**src/rtl/tct_pkg.sv**
```systemverilog
// Package: shared types for the sampling delay centre trainer.
// Assumes nothing beyond IEEE 1800-2017 enum support.
package tct_pkg;

    typedef enum logic [2:0] {
        ST_LOAD   = 3'd0,   // drive a tap and pulse the load
        ST_WAIT   = 3'd1,   // wait for one checker verdict
        ST_SETTLE = 3'd2,   // let the best-window keeper take the last capture
        ST_APPLY  = 3'd3,   // load the chosen tap
        ST_HOLD   = 3'd4    // training finished
    } sweep_st_t;

endpackage

```
**src/rtl/tct_sweep_fsm.sv**
```systemverilog
// Module: tct_sweep_fsm
// Steps the tap counter from 0 to its top value. It waits for exactly one
// checker result per tap, then applies the final tap and stays finished.
// Assumes the checker raises chk_valid some time after each load.
module tct_sweep_fsm
    import tct_pkg::*;
#(
    parameter int TAP_W = 5
) (
    input  logic             clk,
    input  logic             rst_n,
    input  logic             chk_valid,
    output logic             sample_stb,
    output logic [TAP_W-1:0] cur_tap,
    output logic             last_tap,
    output logic             load_cmd,
    output logic             finished
);
    localparam logic [TAP_W-1:0] TOP_TAP = {TAP_W{1'b1}};

    sweep_st_t state;

    // A result counts only while waiting; a result in a load cycle is dropped.
    assign sample_stb = (state == ST_WAIT) && chk_valid;
    assign last_tap   = (cur_tap == TOP_TAP);
    assign load_cmd   = (state == ST_LOAD) || (state == ST_APPLY);
    assign finished   = (state == ST_APPLY) || (state == ST_HOLD);

    // Sweep sequencing and tap counter.
    always_ff @(posedge clk) begin
        if (!rst_n) begin
            state   <= ST_LOAD;
            cur_tap <= '0;
        end else begin
            case (state)
                ST_LOAD:   state <= ST_WAIT;
                ST_WAIT: begin
                    if (chk_valid) begin
                        if (last_tap) begin
                            state <= ST_SETTLE;
                        end else begin
                            cur_tap <= cur_tap + 1'b1;
                            state   <= ST_LOAD;
                        end
                    end
                end
                ST_SETTLE: state <= ST_APPLY;
                ST_APPLY:  state <= ST_HOLD;
                default:   state <= ST_HOLD;
            endcase
        end
    end

endmodule

```
**src/rtl/tct_window_track.sv**
```systemverilog
// Module: tct_window_track
// Follows runs of locked taps that share one status code. Each time a run
// ends, it emits a one-cycle capture with the run's first and last tap.
// Assumes samples arrive with strictly ascending taps.
module tct_window_track #(
    parameter int TAP_W  = 5,
    parameter int CODE_W = 3
) (
    input  logic              clk,
    input  logic              rst_n,
    input  logic              sample_stb,
    input  logic [TAP_W-1:0]  cur_tap,
    input  logic              last_tap,
    input  logic              chk_locked,
    input  logic [CODE_W-1:0] chk_code,
    output logic              cap_vld,
    output logic [TAP_W-1:0]  cap_min,
    output logic [TAP_W-1:0]  cap_max
);
    logic              prev_lock;
    logic [CODE_W-1:0] prev_code;
    logic [TAP_W-1:0]  run_lo;
    logic [TAP_W-1:0]  run_hi;
    logic              same_code;

    assign same_code = (chk_code == prev_code);

    // Open, extend and close runs as each accepted sample arrives.
    always_ff @(posedge clk) begin
        if (!rst_n) begin
            prev_lock <= 1'b0;
            prev_code <= '0;
            run_lo    <= '0;
            run_hi    <= '0;
            cap_vld   <= 1'b0;
            cap_min   <= '0;
            cap_max   <= '0;
        end else begin
            cap_vld <= 1'b0;
            if (sample_stb) begin
                prev_lock <= chk_locked;
                prev_code <= chk_code;
                if (prev_lock && chk_locked && same_code) begin
                    run_hi <= cur_tap;
                    if (last_tap) begin
                        cap_vld <= 1'b1;
                        cap_min <= run_lo;
                        cap_max <= cur_tap;
                    end
                end else if (prev_lock && chk_locked) begin
                    cap_vld <= 1'b1;
                    cap_min <= run_lo;
                    cap_max <= run_hi;
                    run_lo  <= cur_tap;
                    run_hi  <= cur_tap;
                end else if (prev_lock) begin
                    cap_vld <= 1'b1;
                    cap_min <= run_lo;
                    cap_max <= run_hi;
                end else if (chk_locked) begin
                    run_lo <= cur_tap;
                    run_hi <= cur_tap;
                    if (last_tap) begin
                        cap_vld <= 1'b1;
                        cap_min <= cur_tap;
                        cap_max <= cur_tap;
                    end
                end
            end
        end
    end

endmodule

```
**src/rtl/tct_best_keep.sv**
```systemverilog
// Module: tct_best_keep
// Keeps the widest captured window and gives its midpoint. A later window
// wins only if it is strictly wider. Assumes cap_min <= cap_max.
module tct_best_keep #(
    parameter int TAP_W = 5
) (
    input  logic             clk,
    input  logic             rst_n,
    input  logic             cap_vld,
    input  logic [TAP_W-1:0] cap_min,
    input  logic [TAP_W-1:0] cap_max,
    output logic             best_valid,
    output logic [TAP_W-1:0] best_mid
);
    localparam int SUM_W = TAP_W + 1;

    logic [TAP_W-1:0] cap_width;
    logic [SUM_W-1:0] cap_sum;
    logic [TAP_W-1:0] best_width;
    logic [SUM_W-1:0] best_sum;
    logic             take;

    assign cap_width = cap_max - cap_min;
    assign cap_sum   = {1'b0, cap_max} + {1'b0, cap_min};
    assign take      = cap_vld && (!best_valid || (cap_width > best_width));
    assign best_mid  = best_sum[SUM_W-1:1];

    // Replace the kept window when a strictly wider one is captured.
    always_ff @(posedge clk) begin
        if (!rst_n) begin
            best_valid <= 1'b0;
            best_width <= '0;
            best_sum   <= '0;
        end else if (take) begin
            best_valid <= 1'b1;
            best_width <= cap_width;
            best_sum   <= cap_sum;
        end
    end

endmodule

```
**src/rtl/tap_center_trainer.sv**
```systemverilog
// Module: tap_center_trainer
// Top level: sweeps the delay taps, groups locked results into windows and
// loads the centre of the widest one. Assumes one checker verdict per load.
module tap_center_trainer #(
    parameter int TAP_W  = 5,
    parameter int CODE_W = 3
) (
    input  logic              clk,
    input  logic              rst_n,
    input  logic              chk_valid,
    input  logic              chk_locked,
    input  logic [CODE_W-1:0] chk_code,
    output logic [TAP_W-1:0]  tap_value,
    output logic              tap_load,
    output logic [TAP_W-1:0]  final_tap,
    output logic              done,
    output logic              fail
);
    logic             sample_stb;
    logic [TAP_W-1:0] cur_tap;
    logic             last_tap;
    logic             load_cmd;
    logic             finished;
    logic             cap_vld;
    logic [TAP_W-1:0] cap_min;
    logic [TAP_W-1:0] cap_max;
    logic             best_valid;
    logic [TAP_W-1:0] best_mid;

    tct_sweep_fsm #(.TAP_W(TAP_W)) u_sweep (
        .clk        (clk),
        .rst_n      (rst_n),
        .chk_valid  (chk_valid),
        .sample_stb (sample_stb),
        .cur_tap    (cur_tap),
        .last_tap   (last_tap),
        .load_cmd   (load_cmd),
        .finished   (finished)
    );

    tct_window_track #(.TAP_W(TAP_W), .CODE_W(CODE_W)) u_track (
        .clk        (clk),
        .rst_n      (rst_n),
        .sample_stb (sample_stb),
        .cur_tap    (cur_tap),
        .last_tap   (last_tap),
        .chk_locked (chk_locked),
        .chk_code   (chk_code),
        .cap_vld    (cap_vld),
        .cap_min    (cap_min),
        .cap_max    (cap_max)
    );

    tct_best_keep #(.TAP_W(TAP_W)) u_best (
        .clk        (clk),
        .rst_n      (rst_n),
        .cap_vld    (cap_vld),
        .cap_min    (cap_min),
        .cap_max    (cap_max),
        .best_valid (best_valid),
        .best_mid   (best_mid)
    );

    // Final selection and shared tap port.
    assign final_tap = (finished && best_valid) ? best_mid : '0;
    assign tap_value = finished ? final_tap : cur_tap;
    assign tap_load  = load_cmd;
    assign done      = finished;
    assign fail      = finished && !best_valid;

endmodule

```
**config.mk**
```make
export PLATFORM = sky130hd
export DESIGN_NAME = tap_center_trainer
export DESIGN_NICKNAME = d
export VERILOG_FILES = /design/src/rtl/tct_pkg.sv /design/src/rtl/tct_sweep_fsm.sv /design/src/rtl/tct_window_track.sv /design/src/rtl/tct_best_keep.sv /design/src/rtl/tap_center_trainer.sv
export SDC_FILE = /design/constraint.sdc
export NUM_CORES = 1
export LEC_CHECK = 0
export ABC_CLOCK_PERIOD_IN_PS = 2900
export BUFFER_PORTS_ARGS = -buffer_cell sky130_fd_sc_hd__buf_2
export CORE_UTILIZATION = 48
export DETAILED_ROUTE_END_ITERATION = 7
export GPL_TIMING_DRIVEN = 1
export PLACE_DENSITY = 0.69
export SLEW_MARGIN = 15
export SYNTH_ARGS = -nofsm -noshare
export SYNTH_HDL_FRONTEND = slang
export SYNTH_HIERARCHICAL = 1
export SYNTH_SLANG_ARGS = --single-unit
```
**constraint.sdc**
```tcl
create_clock -name clk -period 2.9 [get_ports clk]
set_clock_uncertainty 0.1 [all_clocks]
set_input_delay 0.145 -clock clk [delete_from_list [all_inputs] [get_ports clk]]
set_output_delay 0.145 -clock clk [all_outputs]
set_load 0.005 [all_outputs]
```
==> impl_metrics.sql <==
INSERT INTO impl_metrics (metric_group, metric, value, unit) VALUES
('status', 'outcome', 'finished, final reports clean', ''),
('worst_setup_path', 'setup.worst_path.class', 'register to register', ''),
('detailed_routing', 'drt_first_iter_violations', '68', ''),
('worst_setup_path', 'crit_required', '2990', 'ps'),
('worst_setup_path', 'cpPeakStageDelay', '360', 'ps'),
('detailed_routing', 'met1_routed_wirelength_after_detailed_routing', '2660', 'um'),
('detailed_routing', 'met3RoutedLength', '204', 'um'),
('worst_setup_path', 'timing.critical_path.from', 'u_track/cap_min[3]$_SDFFE_PN0P_', ''),
('synthesis', 'yosys_register_bits', '44', ''),
('detailed_routing', 'vias', '2140', ''),
('worst_setup_path', 'timing.critical_path.arrival', '2880', 'ps'),
('clock_tree', 'sinks_on_the_clock_net', '44', ''),
('synthesis', 'synth_ff_type', 'sky130_fd_sc_hd__dfxtp_1', ''),
('detailed_routing', 'route.top_layer_used', 'met4', ''),
('clock_tree', 'postCtsHoldBufs', '0', ''),
('worst_setup_path', 'worst_reg_to_reg_path_cell_count', '10', ''),
('clock_tree', 'clock_edge_transition_at_the_registers_on_the_reported_setup_and_hold_paths', '80', 'ps'),
('synthesis', 'ys_top_cells_by_area', 'sky130_fd_sc_hd__dfxtp_1, sky130_fd_sc_hd__ha_1, sky130_fd_sc_hd__mux2i_1', ''),
('placed_design', 'cell_area_placed', '2850', 'um^2'),
('worst_setup_path', 'worst_setup_sp_type', 'register', ''),
('clock_tree', 'htree_num_levels', '2', ''),
('synthesis', 'synth_top_cell_by_area', 'sky130_fd_sc_hd__dfxtp_1', ''),
('global_routing', 'grt_use_total', '19.8', '%'),
('timing', 'worstMarginPinSlew', '628', 'ps'),
('power_and_ir_drop', 'p_leak', '1.31', 'nW'),
('worst_setup_path', 'rr_startpoint', 'u_track/cap_min[3]$_SDFFE_PN0P_', ''),
('timing', 'finalWorstPathRequiredPeriod', '2800', 'ps'),
('synthesis', 'post-synth-top-count-cell', 'sky130_fd_sc_hd__dfxtp_1', ''),
('timing', 'hold_violations', '0', ''),
('detailed_routing', 'dr.pass1.iters', '4', ''),
('worst_setup_path', 'worstReg2RegEnd', 'u_best/best_width[3]$_SDFFE_PN0P_', ''),
('detailed_routing', 'post_drt_antenna_nets', '0', ''),
('final_layout', 'drive_above_1_share', '21.0', '%'),
('final_layout', 'post-route-cell-area', '3010', 'um^2'),
('power_and_ir_drop', 'power', '1.13', 'mW'),
('floorplan', 'rows', '26', ''),
('timing', 'timing.slew.headroom', '58.1', '%'),
('floorplan', 'core-area', '5170', 'um^2'),
('timing', 'layout_worst_path_cycle_share', '96.5', '%'),
('clock_tree', 'cts-root-to-sink-buffers', '2', ''),
('detailed_routing', 'routed_wire_length_per_instance', '14.3', 'um'),
('timing', 'setup_viol', '0', ''),
('final_layout', 'antenna-diode-count', '0', ''),
('synthesis', 'syn_area', '2620', 'um^2'),
('worst_setup_path', 'worstPathMaxFanout', '4', ''),
('worst_setup_path', 'regToRegSetupSlack', '100', 'ps'),
('worst_setup_path', 'worstSetupEndpoint', 'u_best/best_width[3]$_SDFFE_PN0P_', ''),
('floorplan', 'die_h', '75.9', 'um'),
('final_layout', 'count_of_fill_cells_added_during_filler_insertion', '472', ''),
('power_and_ir_drop', 'ir_worst_vdd', '0.207', 'mV'),
('final_layout', 'syn_to_final_growth', '14.7', '%'),
('placed_design', 'buffer_ports.inserted', '19', ''),
('clock_tree', 'cts_tree', 'done', ''),
('worst_setup_path', 'endpoint_kind', 'register', ''),
('synthesis', 'synth-warning-count', '6', ''),
('global_routing', 'largest_net_degree_at_the_start_of_global_routing', '39', ''),
('synthesis', 'yosys.cell_types.count', '57', ''),
('floorplan', 'initial_core_util', '50.7', '%'),
('floorplan', 'die-width', '75.9', 'um'),
('synthesis', 'synth.top_cells.by_count', 'sky130_fd_sc_hd__dfxtp_1, sky130_fd_sc_hd__nand2_1, sky130_fd_sc_hd__inv_1', ''),
('synthesis', 'synth_seq_area_share', '33.6', '%'),
('detailed_routing', 'remaining_drc_errors', '0', ''),
('timing', 'max_freq', '358', 'MHz'),
('placed_design', 'place_congestion', '0.805', ''),
('synthesis', 'synth_edf_count', '0', ''),
('final_layout', 'fin_nets', '344', ''),
('power_and_ir_drop', 'power_density', '377', 'nW/um^2'),
('detailed_routing', 'detailroute.wirelength.met2', '2660', 'um'),
('floorplan', 'ioPinCount', '20', ''),
('timing', 'grt_setup_unrepaired', 'no', ''),
('global_routing', 'first_global_vias', '1977', '');
repair_timing:
item / in CTS / in global routing
buffers inserted: 0 / 1
pin swaps: 1 / 4
endpoints found under the setup margin: 4 / 7
gates resized for setup: 4 / 6
flip-flops by register name, indices dropped and copies added (netlist names):
| signal | count |
|---|---|
| u_track/cap_vld | 1 |
| u_track/prev_code | 3 |
| u_best/best_sum | 5 |
| u_track/cap_min | 5 |
| u_track/run_hi | 5 |
| u_sweep/state | 3 |
| u_track/prev_lock | 1 |
| u_best/best_width | 5 |
| u_track/cap_max | 5 |
| u_track/run_lo | 5 |
| u_best/best_valid | 1 |
| u_sweep/cur_tap | 5 |
critical path, delay by kind of cell (launching register included):
kind            cells  cell delay (ps)
buf+inv             1               50
fa+ha+maj           2              620
simple gates        2              400
mux                 1              300
compound gates      4              850
flops               1              360
routing by layer:
layer / track usage [%] / vias to the layer above
met3: 3.49 / 5
met2: 33.5 / 40
met4: 4.62 / 0
met1: 26.3 / 1003
li1: - / 1092
met5: 0 / -
cells by family after synthesis:
family / synth area share (%)
multiplexers: 4.39
flip-flops: 33.6
AO/OA/AOI/OAI: 23.4
buffers and inverters: 5.49
XOR/XNOR: 2.53
AND/OR/NAND/NOR: 21.4
adder cells (fa/ha/maj): 9.16
cell usage in the layout (no fill, tap or decap), types with 2 or more instances in the layout:
| cell type | instances |
|---|---|
| sky130_fd_sc_hd__dfxtp_1 | 43 |
| sky130_fd_sc_hd__nand2_1 | 26 |
| sky130_fd_sc_hd__inv_1 | 24 |
| sky130_fd_sc_hd__buf_2 | 19 |
| sky130_fd_sc_hd__ha_1 | 15 |
| sky130_fd_sc_hd__nand3_1 | 14 |
| sky130_fd_sc_hd__o21ai_0 | 14 |
| sky130_fd_sc_hd__nor2_1 | 13 |
| sky130_fd_sc_hd__buf_4 | 13 |
| sky130_fd_sc_hd__mux2i_1 | 10 |
| sky130_fd_sc_hd__a21oi_1 | 8 |
| sky130_fd_sc_hd__o211a_1 | 8 |
| sky130_fd_sc_hd__a21o_1 | 7 |
| sky130_fd_sc_hd__nor2b_1 | 7 |
| sky130_fd_sc_hd__a21boi_0 | 7 |
| sky130_fd_sc_hd__nor3b_1 | 6 |
| sky130_fd_sc_hd__nand2b_1 | 6 |
| sky130_fd_sc_hd__a21boi_1 | 6 |
| sky130_fd_sc_hd__clkbuf_8 | 5 |
| sky130_fd_sc_hd__and3_1 | 4 |
| sky130_fd_sc_hd__o221a_1 | 4 |
| sky130_fd_sc_hd__and3_4 | 3 |
| sky130_fd_sc_hd__o21ai_1 | 3 |
| sky130_fd_sc_hd__a211oi_1 | 3 |
| sky130_fd_sc_hd__or3_1 | 3 |
| sky130_fd_sc_hd__xnor2_2 | 3 |
| sky130_fd_sc_hd__xor2_1 | 2 |
| sky130_fd_sc_hd__or2_2 | 2 |
| sky130_fd_sc_hd__o21a_1 | 2 |
| sky130_fd_sc_hd__o211ai_1 | 2 |
| sky130_fd_sc_hd__nand4b_1 | 2 |
| sky130_fd_sc_hd__a41oi_1 | 2 |
| sky130_fd_sc_hd__o31a_1 | 2 |
where the power goes:
group	internal, mW	total, mW	switching, mW
combinational	0.0639	0.148	0.0836
sequential	0.612	0.623	0.0108
clock	0.163	0.363	0.200
total	0.839	1.13	0.294
metrics by stage:
stage	instances	TNS [ps]	util, %	worst slack, ps	hold slack, ps
floorplan	288	0	-	25.1	173
global placement	381	0	55.1	51.1	345
detailed placement	381	-124	55.1	-45.5	352
CTS	388	0	57.3	27.3	56.7
global route	389	0	58.2	3.77	67.6
finish	389	0	58.2	103	68.7
worst min path at each step:
stage                                                 start                                end  slack, ps  cells after the start
final                                             chk_valid      u_sweep/state[0]$_SDFFE_PN0P_         70                      3
after global routing                            chk_code[1]  u_track/prev_code[1]$_SDFFE_PN0P_         70                      3
after CTS                                       chk_code[0]  u_track/prev_code[0]$_SDFFE_PN0P_         60                      3
after detailed placement    u_best/best_sum[3]$_SDFFE_PN0P_    u_best/best_sum[3]$_SDFFE_PN0P_        350                      2
after global placement    u_best/best_width[1]$_SDFFE_PN0P_  u_best/best_width[1]$_SDFFE_PN0P_        340                      2
after floorplan                                       rst_n      u_sweep/state[2]$_SDFFE_PN0P_        170                      1
final cells by class:
class                   count  area (um^2)  share of cell area [%]
inverters                  24         90.1                    3.00
multi-input cells         211         1650                    55.0
repair buffers             33          213                    7.07
clock inverters             2         12.5                   0.416
clock buffers               5         68.8                    2.29
well taps                  70         87.6                    2.91
flip-flops and latches     44          882                    29.3
(Power assumes the default switching activity.)
